**src/rtl/ccp_pkg.sv**
```systemverilog
package ccp_pkg;

    localparam int DATA_W_DEF = 16;
    localparam int PS_W_DEF   = 4;

    typedef enum logic [1:0] {
        CAP_FALL   = 2'd0,
        CAP_RISE1  = 2'd1,
        CAP_RISE4  = 2'd2,
        CAP_RISE16 = 2'd3
    } cap_kind_e;

    typedef enum logic [2:0] {
        ACT_NONE    = 3'd0,
        ACT_TOGGLE  = 3'd1,
        ACT_SET     = 3'd2,
        ACT_CLEAR   = 3'd3,
        ACT_EVENT   = 3'd4,
        ACT_SPECIAL = 3'd5
    } cmp_act_e;

    typedef struct packed {
        logic      cap_en;
        cap_kind_e cap_kind;
        logic      cmp_en;
        cmp_act_e  cmp_act;
        logic      cmp_init;
        logic      pwm_en;
        logic      drives_pin;
    } mode_dec_t;

    function automatic mode_dec_t decode_mode(input logic [3:0] m);
        mode_dec_t d;
        d = '0;
        d.cap_kind = CAP_FALL;
        d.cmp_act  = ACT_NONE;
        casez (m)
            4'b0010: begin d.cmp_en = 1'b1; d.cmp_act = ACT_TOGGLE; d.drives_pin = 1'b1; end
            4'b0100: begin d.cap_en = 1'b1; d.cap_kind = CAP_FALL;   end
            4'b0101: begin d.cap_en = 1'b1; d.cap_kind = CAP_RISE1;  end
            4'b0110: begin d.cap_en = 1'b1; d.cap_kind = CAP_RISE4;  end
            4'b0111: begin d.cap_en = 1'b1; d.cap_kind = CAP_RISE16; end
            4'b1000: begin d.cmp_en = 1'b1; d.cmp_act = ACT_SET;   d.cmp_init = 1'b0; d.drives_pin = 1'b1; end
            4'b1001: begin d.cmp_en = 1'b1; d.cmp_act = ACT_CLEAR; d.cmp_init = 1'b1; d.drives_pin = 1'b1; end
            4'b1010: begin d.cmp_en = 1'b1; d.cmp_act = ACT_EVENT;   end
            4'b1011: begin d.cmp_en = 1'b1; d.cmp_act = ACT_SPECIAL; end
            4'b11??: begin d.pwm_en = 1'b1; d.drives_pin = 1'b1; end
            default: d = d;
        endcase
        return d;
    endfunction

    function automatic logic [PS_W_DEF-1:0] prescale_last(input cap_kind_e k);
        logic [PS_W_DEF-1:0] v;
        case (k)
            CAP_RISE4:  v = PS_W_DEF'(3);
            CAP_RISE16: v = PS_W_DEF'(15);
            default:    v = '0;
        endcase
        return v;
    endfunction

endpackage

```
**src/rtl/ccp_regs.sv**
```systemverilog
module ccp_regs
    import ccp_pkg::*;
#(
    parameter int DATA_W = DATA_W_DEF
) (
    input  logic              clk,
    input  logic              rst,
    input  logic              wr_ctrl,
    input  logic              wr_lo,
    input  logic              wr_hi,
    input  logic [7:0]        wr_data,
    input  logic              cap_load,
    input  logic [DATA_W-1:0] cap_value,
    output logic [7:0]        ctrl_q,
    output logic [DATA_W-1:0] data_q
);
    localparam int HI_W = DATA_W - 8;

    logic [5:0] ctrl_bits;

    always_ff @(posedge clk) begin
        if (rst) begin
            ctrl_bits <= '0;
        end else if (wr_ctrl) begin
            ctrl_bits <= wr_data[5:0];
        end
    end

    always_ff @(posedge clk) begin
        if (rst) begin
            data_q <= '0;
        end else begin
            if (cap_load) begin
                data_q <= cap_value;
            end
            if (wr_lo) begin
                data_q[7:0] <= wr_data;
            end
            if (wr_hi) begin
                data_q[DATA_W-1:8] <= wr_data[HI_W-1:0];
            end
        end
    end

    assign ctrl_q = {2'b00, ctrl_bits};

endmodule

```
**src/rtl/ccp_capture.sv**
```systemverilog
module ccp_capture
    import ccp_pkg::*;
#(
    parameter int PS_W = PS_W_DEF
) (
    input  logic      clk,
    input  logic      rst,
    input  logic      pin_in,
    input  mode_dec_t dec,
    input  logic      mode_chg,
    output logic      cap_evt
);
    logic            pin_d;
    logic            rise;
    logic            fall;
    logic            scaled;
    logic [PS_W-1:0] ps_cnt;
    logic [PS_W-1:0] ps_last;

    always_ff @(posedge clk) begin
        if (rst) pin_d <= 1'b0;
        else     pin_d <= pin_in;
    end

    assign rise    = pin_in & ~pin_d;
    assign fall    = ~pin_in & pin_d;
    assign scaled  = (dec.cap_kind == CAP_RISE4) || (dec.cap_kind == CAP_RISE16);
    assign ps_last = PS_W'(prescale_last(dec.cap_kind));

    always_ff @(posedge clk) begin
        if (rst || !dec.cap_en || mode_chg || !scaled) begin
            ps_cnt <= '0;
        end else if (rise) begin
            ps_cnt <= (ps_cnt == ps_last) ? '0 : ps_cnt + 1'b1;
        end
    end

    always_comb begin
        cap_evt = 1'b0;
        if (dec.cap_en && !mode_chg) begin
            case (dec.cap_kind)
                CAP_FALL:  cap_evt = fall;
                CAP_RISE1: cap_evt = rise;
                default:   cap_evt = rise && (ps_cnt == ps_last);
            endcase
        end
    end

endmodule

```
**src/rtl/ccp_compare.sv**
```systemverilog
module ccp_compare
    import ccp_pkg::*;
#(
    parameter int DATA_W = DATA_W_DEF
) (
    input  logic              clk,
    input  logic              rst,
    input  logic [DATA_W-1:0] timer_val,
    input  logic [DATA_W-1:0] cmp_val,
    input  mode_dec_t         dec,
    input  logic              mode_chg,
    output logic              hit,
    output logic              cmp_pin,
    output logic              tmr_rst_pulse,
    output logic              adc_start_pulse
);
    logic eq;
    logic eq_prev;

    assign eq  = (timer_val == cmp_val);
    assign hit = dec.cmp_en && eq && !eq_prev;

    always_ff @(posedge clk) begin
        if (rst) begin
            eq_prev         <= 1'b0;
            cmp_pin         <= 1'b0;
            tmr_rst_pulse   <= 1'b0;
            adc_start_pulse <= 1'b0;
        end else begin
            tmr_rst_pulse   <= 1'b0;
            adc_start_pulse <= 1'b0;
            if (!dec.cmp_en) begin
                eq_prev <= 1'b0;
                cmp_pin <= 1'b0;
            end else begin
                eq_prev <= eq;
                if (mode_chg) begin
                    cmp_pin <= dec.cmp_init;
                end else if (hit) begin
                    case (dec.cmp_act)
                        ACT_TOGGLE: cmp_pin <= ~cmp_pin;
                        ACT_SET:    cmp_pin <= 1'b1;
                        ACT_CLEAR:  cmp_pin <= 1'b0;
                        default:    cmp_pin <= cmp_pin;
                    endcase
                end
                if (hit && dec.cmp_act == ACT_SPECIAL) begin
                    tmr_rst_pulse   <= 1'b1;
                    adc_start_pulse <= 1'b1;
                end
            end
        end
    end

endmodule

```
**src/rtl/ccp_pwm.sv**
```systemverilog
module ccp_pwm #(
    parameter int HI_W = 8,
    parameter int LO_W = 2
) (
    input  logic            clk,
    input  logic            rst,
    input  logic            pwm_en,
    input  logic [HI_W-1:0] cnt_hi,
    input  logic [LO_W-1:0] cnt_lo,
    input  logic [HI_W-1:0] duty_hi,
    input  logic [LO_W-1:0] duty_lo,
    output logic            pwm_pin
);
    localparam int CW = HI_W + LO_W;

    logic [CW-1:0] count;
    logic [CW-1:0] duty_new;
    logic [CW-1:0] duty_lat;

    assign count    = {cnt_hi, cnt_lo};
    assign duty_new = {duty_hi, duty_lo};

    always_ff @(posedge clk) begin
        if (rst || !pwm_en) begin
            duty_lat <= '0;
            pwm_pin  <= 1'b0;
        end else if (count == '0) begin
            duty_lat <= duty_new;
            pwm_pin  <= (duty_new != '0);
        end else begin
            pwm_pin  <= (count < duty_lat);
        end
    end

endmodule

```
**src/rtl/ccp_unit.sv**
```systemverilog
module ccp_unit
    import ccp_pkg::*;
#(
    parameter int DATA_W = DATA_W_DEF,
    parameter int PS_W   = PS_W_DEF,
    parameter int PWM_HI = 8,
    parameter int PWM_LO = 2
) (
    input  logic              clk,
    input  logic              rst,
    input  logic [DATA_W-1:0] timer_val,
    input  logic [PWM_LO-1:0] tmr_fine,
    input  logic              pin_in,
    input  logic              wr_ctrl,
    input  logic              wr_lo,
    input  logic              wr_hi,
    input  logic [7:0]        wr_data,
    input  logic              flag_clr,
    output logic [7:0]        ctrl_rd,
    output logic [DATA_W-1:0] data_rd,
    output logic              pin_out,
    output logic              pin_drive,
    output logic              irq_flag,
    output logic              tmr_rst_pulse,
    output logic              adc_start_pulse
);
    localparam int DUTY_LO_POS = 4;

    logic [3:0] mode_q;
    logic [3:0] mode_prev;
    logic       mode_chg;
    mode_dec_t  dec;
    logic       cap_evt;
    logic       cmp_hit;
    logic       cmp_pin;
    logic       pwm_pin;

    ccp_regs #(.DATA_W(DATA_W)) u_regs (
        .clk       (clk),
        .rst       (rst),
        .wr_ctrl   (wr_ctrl),
        .wr_lo     (wr_lo),
        .wr_hi     (wr_hi),
        .wr_data   (wr_data),
        .cap_load  (cap_evt),
        .cap_value (timer_val),
        .ctrl_q    (ctrl_rd),
        .data_q    (data_rd)
    );

    assign mode_q = ctrl_rd[3:0];
    assign dec    = decode_mode(mode_q);

    always_ff @(posedge clk) begin
        if (rst) mode_prev <= '0;
        else     mode_prev <= mode_q;
    end

    assign mode_chg = (mode_q != mode_prev);

    ccp_capture #(.PS_W(PS_W)) u_cap (
        .clk      (clk),
        .rst      (rst),
        .pin_in   (pin_in),
        .dec      (dec),
        .mode_chg (mode_chg),
        .cap_evt  (cap_evt)
    );

    ccp_compare #(.DATA_W(DATA_W)) u_cmp (
        .clk             (clk),
        .rst             (rst),
        .timer_val       (timer_val),
        .cmp_val         (data_rd),
        .dec             (dec),
        .mode_chg        (mode_chg),
        .hit             (cmp_hit),
        .cmp_pin         (cmp_pin),
        .tmr_rst_pulse   (tmr_rst_pulse),
        .adc_start_pulse (adc_start_pulse)
    );

    ccp_pwm #(.HI_W(PWM_HI), .LO_W(PWM_LO)) u_pwm (
        .clk     (clk),
        .rst     (rst),
        .pwm_en  (dec.pwm_en),
        .cnt_hi  (timer_val[PWM_HI-1:0]),
        .cnt_lo  (tmr_fine),
        .duty_hi (data_rd[PWM_HI-1:0]),
        .duty_lo (ctrl_rd[DUTY_LO_POS +: PWM_LO]),
        .pwm_pin (pwm_pin)
    );

    always_ff @(posedge clk) begin
        if (rst) irq_flag <= 1'b0;
        else     irq_flag <= (irq_flag & ~flag_clr) | cap_evt | cmp_hit;
    end

    always_comb begin
        if (dec.pwm_en)          pin_out = pwm_pin;
        else if (dec.drives_pin) pin_out = cmp_pin;
        else                     pin_out = 1'b0;
    end

    assign pin_drive = dec.drives_pin;

endmodule

```
**config.mk**
```make
export PLATFORM = sky130hd
export DESIGN_NAME = ccp_unit
export DESIGN_NICKNAME = d
export VERILOG_FILES = /design/src/rtl/ccp_pkg.sv /design/src/rtl/ccp_regs.sv /design/src/rtl/ccp_capture.sv /design/src/rtl/ccp_compare.sv /design/src/rtl/ccp_pwm.sv /design/src/rtl/ccp_unit.sv
export SDC_FILE = /design/constraint.sdc
export NUM_CORES = 1
export LEC_CHECK = 0
export ABC_AREA = 1
export BUFFER_PORTS_ARGS = -buffer_cell sky130_fd_sc_hd__clkbuf_2
export CAP_MARGIN = 20
export CORE_MARGIN = 2
export CORE_UTILIZATION = 59
export CTS_CLUSTER_SIZE = 8
export DETAILED_ROUTE_END_ITERATION = 7
export GPL_TIMING_DRIVEN = 0
export PLACE_DENSITY_LB_ADDON = 0.08
export SYNTH_ARGS = -nofsm -noshare
export SYNTH_HDL_FRONTEND = slang
export SYNTH_HIERARCHICAL = 1
export SYNTH_SLANG_ARGS = --single-unit
```
**constraint.sdc**
```tcl
create_clock -name clk -period 3.5 [get_ports clk]
set_input_delay 0.7 -clock clk [delete_from_list [all_inputs] [get_ports clk]]
set_output_delay 0.7 -clock clk [all_outputs]
set_load 0.005 [all_outputs]
```
==> results.cfg, run 1 <==
[final_layout]
final_cell_mix = nand2_1, inv_1, nor2_1, clkbuf_2, dfxtp_1
finalCoreUtilization = 0.709
layout_commonest_cell = nand2_1
fin_cells = 586
drive_gt1_frac = 0.182
area_growth_pct = 16.5
antenna_cells = 0
nets = 574

[yosys]
yosysWarnings = 6
ys_seq_elements = 46
postSynthCellCount = 465
synth.distinct_cells = 32
synth_area_mm2 = 0.00286
yosysSeqAreaShare = 0.322
avgSynthCellArea_um2 = 6.14

[die]
fp.dieH_um = 73.6
dieArea_mm2 = 0.00541
start_util = 0.609
core_mm2 = 0.00469
die_width_um = 73.6
ioPinCount = 62
rows = 25

[setup_path]
end_kind = register
path_max_fanout = 9
max_stage_delay_ns = 0.63
path_cells = inv_1 > nor3_1 > nand2_1 > inv_1 > nand2_1 > nand2_1 > nand3_1 > a21oi_1 > inv_2 > nor3_1 > nor2_1
path_buf_inv = 3
cp.required_ns = 3.69
cp_slowest_cell = a21oi_1
cp_top_family = simple AND/OR/NAND/NOR gates
worst_setup_path_start_kind = register
path_class = register to register
cp_common_cell = nand2_1
worstPathArrival_ns = 2.77

[timing]
relSlewSlack = 0.483
finalSetupViolations = 0
slew_violations = 0
hold_ws_ns = 0.460
tightest_slew_ns = 0.775
setup_tns_ns = 0
hold_violations = 0
rsz0062_at_grt = no
clock_skew_ns = 0.00399
finalCritPeriodShare = 0.739
period_needed_ns = 2.59
max_freq_mhz = 387

[pwr]
p_int_uw = 840
clockPowerShare = 0.335
p_seq_frac = 0.489
power_density_mw_per_mm2 = 352
combPwrFrac = 0.176
power_switching_uw = 331
switching_share = 0.283
power_leakage_nw = 1.83
ir_worst_vdd_mv = 0.216

[route]
vias_per_cell = 4.86
first_pass_iters = 4
antenna_left = 0
wl_met3_um = 337
met1_length_mm = 2.94
drc = 0
drt-initial-drc-count = 111
wire_per_inst_um = 10.8
vias = 2847
routed.top_layer = met4
wl_met2_mm = 3.03
totalWireLength_mm = 6.36

[global_route]
grt_overflow = 0
grt_pass1_wl_mm = 10.9
grt_pass1_vias = 2581
antenna_found_initial = 0
grt_max_degree = 15
grtUsageTotal = 0.255

[outcome]
status = completed

[cts]
clock_tree.root_cell = clkbuf_8
postCtsHoldBufs = 0
clock_latency_ns = 0.29
cts_buffers = 5
cts.sinks = 46
tritoncts = done
cts_setup_buffers = 0
path_clk_slew_ns = 0.09
ctsResizeCount = 0
htreeDepth = 2
cts_max_path_buffers = 2

[job]
max-cap-violations = 0

[place]
dpl.hpwl_mm = 4.89
dp.cells = 578
gp_congestion = 0.850
port-buffer-count = 58

[hold_path]
hold_class = register to register
==> metrics by stage <==
| step | power, mW | cell area, µm² | worst slack [ns] |
|---|---|---|---|
| 2_1_floorplan | 0.712 | 2860 | 1.47 |
| 3_3_place_gp | 0.783 | 3220 | 0.948 |
| 3_5_place_dp | 0.789 | 3220 | 0.936 |
| 4_1_cts | 1.18 | 3330 | 0.915 |
| 5_1_grt | 1.23 | 3330 | 0.615 |
| 6_report | 1.17 | 3330 | 0.914 |
==> tightest hold or removal path: stages, from the launching register on <==
cell and delay [ns]:
dfxtp_1 0.32, nand2_1 0.06, a21oi_1 0.05
==> metal layers <==
| layer | track usage | vias up |
|---|---|---|
| met1 | 0.328 | 1224 |
| met4 | 0.0545 | 0 |
| met3 | 0.0439 | 5 |
| met5 | 0 | - |
| li1 | - | 1534 |
| met2 | 0.446 | 84 |
==> cells by family (layout without fill, tap and decap cells) <==
logic type               count (synthesis)  in the layout  synth area share
AND/OR/NAND/NOR                        248            248             0.367
buffers and inverters                  100            166             0.143
AO/OA/AOI/OAI                           54             54             0.104
flip-flops                              46             46             0.322
adder cells (fa/ha/maj)                 10             10            0.0438
XOR/XNOR                                 6              6            0.0184
other                                    1              2           0.00131
==> Yosys cell counts, drive strengths merged <==
cell    number  area (µm²)
a21oi       31         159
o21bai       1        11.3
a211oi       6        45.0
nand3        9        45.0
or2          1        8.76
o21ai       15        75.1
dfxtp       46         921
a21o         1        7.51
nor2        91         383
xnor2        1        8.76
buf         11        73.8
and2         1        7.51
nor3        13        70.1
nand4        1        6.26
xor2         5        43.8
nand3b       2        15.0
inv         89         334
conb         1        3.75
ha          10         125
nand2      130         513
==> state kept, by name, indices dropped and copies added, names as in the netlist <==
| name | cells |
|---|---|
| u_regs/data_q | 16 |
| mode_prev | 4 |
| irq_flag | 1 |
| u_cmp/cmp_pin | 1 |
| u_regs/ctrl_bits | 6 |
| u_cap/pin_d | 1 |
| u_pwm/pwm_pin | 1 |
| u_cmp/adc_start_pulse | 1 |
| u_cmp/eq_prev | 1 |
| u_cap/ps_cnt | 4 |
| u_pwm/duty_lat | 10 |
==> power groups by stage <==
stage	sequential [mW]	combinational, mW	clock (mW)
after floorplan	0.580	0.132	0
after global placement	0.584	0.200	0
after detailed placement	0.585	0.205	0
after CTS	0.572	0.207	0.404
after global routing	0.576	0.239	0.418
final	0.572	0.207	0.393
==> worst paths after layout <==
check | from | endpoint | slack [ns] | cells past startpoint
max | u_regs/ctrl_bits[2] | u_regs/data_q[6] | 0.91 | 11
min | irq_flag | irq_flag | 0.46 | 2
max reg2reg | u_regs/ctrl_bits[2] | u_regs/data_q[6] | 0.91 | 11
min reg2reg | irq_flag | irq_flag | 0.46 | 2
==> cell type report <==
class                   count  area, µm²
multi-input cells         320       1530
plain buffers              11       73.8
clock inverters             3       40.0
fillers                   418       1370
clock buffers               5       68.8
repair buffers             58        290
flip-flops and latches     46        921
inverters                  89        334
well taps                  54       67.6
Note: power is estimated with default switching activity, not from simulation.
==> inputs of run 2 (changes only) <==
--- a/config.mk
+++ b/config.mk
@@ -9,7 +9,7 @@
 export BUFFER_PORTS_ARGS = -buffer_cell sky130_fd_sc_hd__clkbuf_2
 export CAP_MARGIN = 20
 export CORE_MARGIN = 2
-export CORE_UTILIZATION = 59
+export CORE_UTILIZATION = 55
 export CTS_CLUSTER_SIZE = 8
 export DETAILED_ROUTE_END_ITERATION = 7
 export GPL_TIMING_DRIVEN = 0
==> constraint.sdc (replaced) <==
create_clock -name clk -period 2.5 [get_ports clk]
set_input_delay 0.5 -clock clk [delete_from_list [all_inputs] [get_ports clk]]
set_output_delay 0.5 -clock clk [all_outputs]
set_load 0.005 [all_outputs]
==> results.cfg, run 2 (same netlist as run 1, synthesis figures left out) <==
[hold_path]
whs_path_depth = 3
holdPathEnd = u_cap/pin_d
hp-start = pin_in
hold_class = input port to register

[pwr]
power_density_mw_per_mm2 = 462
power.total_mw = 1.54
ir_worst_vdd_mv = 0.256
power_leakage_nw = 1.81

[die]
fp.dieH_um = 76.1
ioPinCount = 62
rows = 26
start_util = 0.563
dieArea_mm2 = 0.00579
core_mm2 = 0.00507
die_width_um = 76.1

[final_layout]
largest_reg_flops = 16
reg_top3 = u_regs/data_q x16, u_pwm/duty_lat x10, u_regs/ctrl_bits x6
drive_gt1_frac = 0.183
antenna_cells = 0
layout_commonest_cell = nand2_1
final_cell_mix = nand2_1, inv_1, nor2_1, clkbuf_2, dfxtp_1
fillers = 509
nets = 574
area_growth_pct = 16.8
top_register = u_regs/data_q

[setup_path]
max_stage_delay_ns = 0.48
timing.rr.end = u_regs/data_q[12]
path_max_fanout = 9
cp_slowest_cell = dfxtp_1
startpoint = u_regs/ctrl_bits[2]
end_kind = register
path_cells = inv_1 > nor3_2 > nand2_1 > inv_1 > nand2_1 > nand2_1 > nand3_1 > a21oi_4 > inv_2 > nor3_1 > nor2_1
worstPathArrival_ns = 2.36
cp_common_cell = nand2_1
worst_setup_path_start_kind = register
r2r_setup_slack_ns = 0.33
cp.required_ns = 2.69
path_class = register to register
reg2reg_from = u_regs/ctrl_bits[2]
r2r_cells = 11

[place]
dpl.hpwl_mm = 4.99
gp_congestion = 0.823
port-buffer-count = 58
place_ws_ns = -0.120

[global_route]
grt_overflow = 0
grtUsageTotal = 0.237
grt_max_degree = 14
antenna_found_initial = 0
grt_pass1_wl_mm = 11.3
grt_pass1_vias = 2607

[route]
drt-initial-drc-count = 111
vias_per_cell = 4.71
first_pass_iters = 5
antenna_left = 0
totalWireLength_mm = 6.40
vias = 2827
wire_per_inst_um = 10.7
drc = 0

[cts]
cts_buffers = 5
cts_setup_buffers = 0
clock_tree.root_cell = clkbuf_8
htreeDepth = 2
postCtsHoldBufs = 0
cts_max_path_buffers = 2
cts.sinks = 46
tritoncts = done
path_clk_slew_ns = 0.08
clock_latency_ns = 0.30

[timing]
max_freq_mhz = 462
finalCritPeriodShare = 0.867
finalSetupViolations = 0
slew_violations = 0
clock_skew_ns = 0.00387
period_needed_ns = 2.17
fin_ws_ns = 0.333
hold_violations = 0

[outcome]
status = completed

[job]
max-cap-violations = 0
[run 2: worst max-delay path by stage]
stage                     cells past startpoint           endpoint
after floorplan                              11  u_regs/data_q[14]
after global placement                       11  u_regs/data_q[12]
after detailed placement                     11  u_regs/data_q[14]
after CTS                                    11  u_regs/data_q[12]
after global routing                         11  u_regs/data_q[13]
final                                        11  u_regs/data_q[12]
[run 2: routing by layer]
layer	vias to the layer above	global-route usage	routed length, µm
met3	6	0.0486	335
li1	1533	-	-
met1	1231	0.300	2990
met2	57	0.404	3010
met5	-	0	0
met4	0	0.0764	70
[run 2: cell type report]
type	instances	area, µm²	area share
Buffer	11	73.8	0.0221
Clock buffer	6	82.6	0.0247
Inverter	89	334	0.100
Multi-Input combinational cell	320	1550	0.464
Sequential cell	46	921	0.276
Tap cell	70	87.6	0.0262
Timing Repair Buffer	58	290	0.0870
[run 2: stage by stage]
stage | hold WS [ns] | util | TNS (ns) | std cells | cell area (µm²)
4_1_cts | 0.441 | 0.655 | 0 | 600 | 3320
2_1_floorplan | 0.433 | - | 0 | 466 | 2860
3_5_place_dp | 0.458 | 0.638 | -1.21 | 594 | 3240
5_1_grt | 0.461 | 0.658 | -0.0131 | 600 | 3340
6_report | 0.453 | 0.658 | 0 | 600 | 3340
3_3_place_gp | 0.445 | 0.638 | -0.498 | 594 | 3240
[run 2: timing repair]
item	in CTS	in global routing
resized for setup	1	2
pin swaps	0	0
setup endpoints to repair	16	17
[run 2: critical path: cells and delay by family, from the launching register on]
family                 cells  cell delay (ns)
buffers and inverters      3             0.38
AND/OR/NAND/NOR            7             0.89
AO/OA/AOI/OAI              1             0.31
flip-flops                 1             0.48
[run 2: report_power, final]
part,switching [mW],internal [mW],leakage [nW]
logic,0.170,0.119,1.39
clock network,0.240,0.214,0.0431
registers,0.0382,0.763,0.377
==> inputs of run 3 (changes only) <==
--- a/config.mk
+++ b/config.mk
@@ -16,5 +16,4 @@
 export PLACE_DENSITY_LB_ADDON = 0.08
 export SYNTH_ARGS = -nofsm -noshare
 export SYNTH_HDL_FRONTEND = slang
-export SYNTH_HIERARCHICAL = 1
 export SYNTH_SLANG_ARGS = --single-unit
==> results.cfg, run 3 <==
[setup_path]
worstPathArrival_ns = 1.73
max_stage_delay_ns = 0.49
end_kind = output port
r2r_setup_slack_ns = 0.78
path_max_fanout = 6
path_class = register to output port
path_cells = inv_1 > nor2_1 > inv_1 > nor2_1 > inv_1 > nand2_1 > nand2_1 > nand2_1 > clkbuf_2
cp_top_family = simple AND/OR/NAND/NOR gates
cp.required_ns = 2.00
path_buf_inv = 4
reg2reg_from = u_regs.ctrl_bits[2]
timing.rr.end = u_regs.data_q[6]
cp_slowest_cell = dfxtp_1
worst_setup_path_start_kind = register
r2r_cells = 10

[global_route]
met2_usage = 0.454
grt_max_degree = 14
grtUsageMet1 = 0.310
antenna_found_initial = 0
grtUsageTotal = 0.258
grt_pass1_wl_mm = 12.5
grt_pass1_vias = 2902
top_usage_layer = met2
grt_overflow = 0
use_met3 = 0.0545

[place]
place_ws_ns = 0.611
dpl.hpwl_mm = 5.66
port-buffer-count = 58
gp_congestion = 0.880
dp.cells = 579

[yosys]
synth-edff-count = 0
synth_most_common_cell = nand2_1
yosysSeqAreaShare = 0.321
synthFlopType = dfxtp_1
ys_top_cells_by_area = dfxtp_1, nand2_1, inv_1
ys_seq_elements = 46
yosysTopAreaCellShare = 0.321
async_flop_share = 0
synth_area_mm2 = 0.00287
postSynthCellCount = 450
avgSynthCellArea_um2 = 6.38
synthTopCellsByCount = nand2_1, inv_1, nor2_1, dfxtp_1, a21oi_1
yosys.area.top_type = dfxtp_1
synth.distinct_cells = 34
yosysWarnings = 0

[timing]
hold_ws_ns = 0.425
finalSetupViolations = 0
hold_violations = 0
max_freq_mhz = 449
fin_ws_ns = 0.272
rsz0062_at_grt = no
period_needed_ns = 2.23
relSlewSlack = 0.642
setup_tns_ns = 0
clock_skew_ns = 0.00564
finalCritPeriodShare = 0.891
slew_violations = 0
tightest_slew_ns = 0.537

[die]
ioPinCount = 62
start_util = 0.566
rows = 26
fp.dieH_um = 76.2
dieArea_mm2 = 0.00581
die_width_um = 76.2
core_mm2 = 0.00507

[cts]
clock_tree.root_cell = clkbuf_8
cts_setup_buffers = 0
cts.sinks = 46
clock_latency_ns = 0.30
htreeDepth = 2
ctsResizeCount = 0
path_clk_slew_ns = 0.08
postCtsHoldBufs = 0
cts_max_path_buffers = 2
cts_buffers = 5
tritoncts = done

[outcome]
status = completed

[final_layout]
layout_commonest_cell = nand2_1
reg_top3 = u_regs.data_q x16, u_pwm.duty_lat x10, u_regs.ctrl_bits x6
area_growth_pct = 16.1
seqCellArea_um2 = 921
drive_gt1_frac = 0.165
top_register = u_regs.data_q
multi_input_area_mm2 = 0.00162
nets = 559
final_cell_mix = nand2_1, inv_1, clkbuf_2, nor2_1, dfxtp_1
fillers = 469
finalCoreUtilization = 0.657
fin_cells = 586
largest_reg_flops = 16
antenna_cells = 0

[hold_path]
hold_class = register to register
hp-start = u_cmp.eq_prev
whs_path_depth = 1
holdPathEnd = u_cmp.tmr_rst_pulse

[pwr]
power_density_mw_per_mm2 = 470
power_leakage_nw = 1.63
ir_worst_vdd_mv = 0.227

[route]
vias = 2998
drt-initial-drc-count = 116
totalWireLength_mm = 7.25
antenna_left = 0
first_pass_iters = 4
wire_per_inst_um = 12.4
vias_per_cell = 5.12
drc = 0

[job]
max-cap-violations = 0
-- run 3: changes by cell type after synthesis, sizes merged, moves of 10 or more --
cell / delta
nor2: -34
o21ai: +18
nand3: +21
a21oi: +10
nand2: -11
inv: -30
-- run 3: logic make-up after synthesis --
logic type               synth area share
adder cells (fa/ha/maj)            0.0436
flip-flops                          0.321
buffers and inverters               0.117
AO/OA/AOI/OAI                       0.142
XOR/XNOR                           0.0427
AND/OR/NAND/NOR                     0.333
other                             0.00131
-- run 3: worst max path at each step --
| stage | to | cells past startpoint | slack, ns | from |
|---|---|---|---|---|
| after floorplan | pin_out | 8 | 0.87 | u_regs.ctrl_bits[3] |
| after detailed placement | pin_out | 9 | 0.61 | u_regs.ctrl_bits[3] |
| after CTS | pin_out | 9 | 0.28 | u_regs.ctrl_bits[3] |
| after global routing | pin_out | 9 | 0.1 | u_regs.ctrl_bits[3] |
| final | pin_out | 9 | 0.27 | u_regs.ctrl_bits[3] |
| after global placement | pin_out | 9 | 0.62 | u_regs.ctrl_bits[3] |
-- run 3: through the flow --
stage	power (mW)	instance area [µm²]
after global placement	1.14	3250
final	1.57	3330
after CTS	1.57	3330
after floorplan	1.03	2870
after detailed placement	1.15	3250
after global routing	1.66	3330
-- run 3: layout make-up --
cell class,count,share of cell area
tap,70,0.0263
buffer,19,0.0330
sequential,46,0.276
clock buffer,6,0.0218
clock inverter,1,0.00225
timing repair buffer,58,0.0871
multi-input combinational,326,0.486
inverter,60,0.0676
-- run 3: routing by layer --
metal,up-vias,part of all wire
met3,12,0.049
li1,1557,-
met1,1348,0.45
met2,81,0.49
met4,0,0.015
met5,-,0
-- run 3: worst register-to-register path: cells and delay by family, from the launching register on --
family | cells | cell delay (ns)
AOI/OAI and AO/OA | 2 | 0.31
DFF | 1 | 0.47
and+or+nand+nor | 6 | 0.57
buffers and inverters | 2 | 0.27
-- run 3: power breakdown --
group | internal [mW] | switching [mW]
clock | 0.192 | 0.242
sequential | 0.764 | 0.0366
combinational | 0.135 | 0.199
total | 1.09 | 0.477
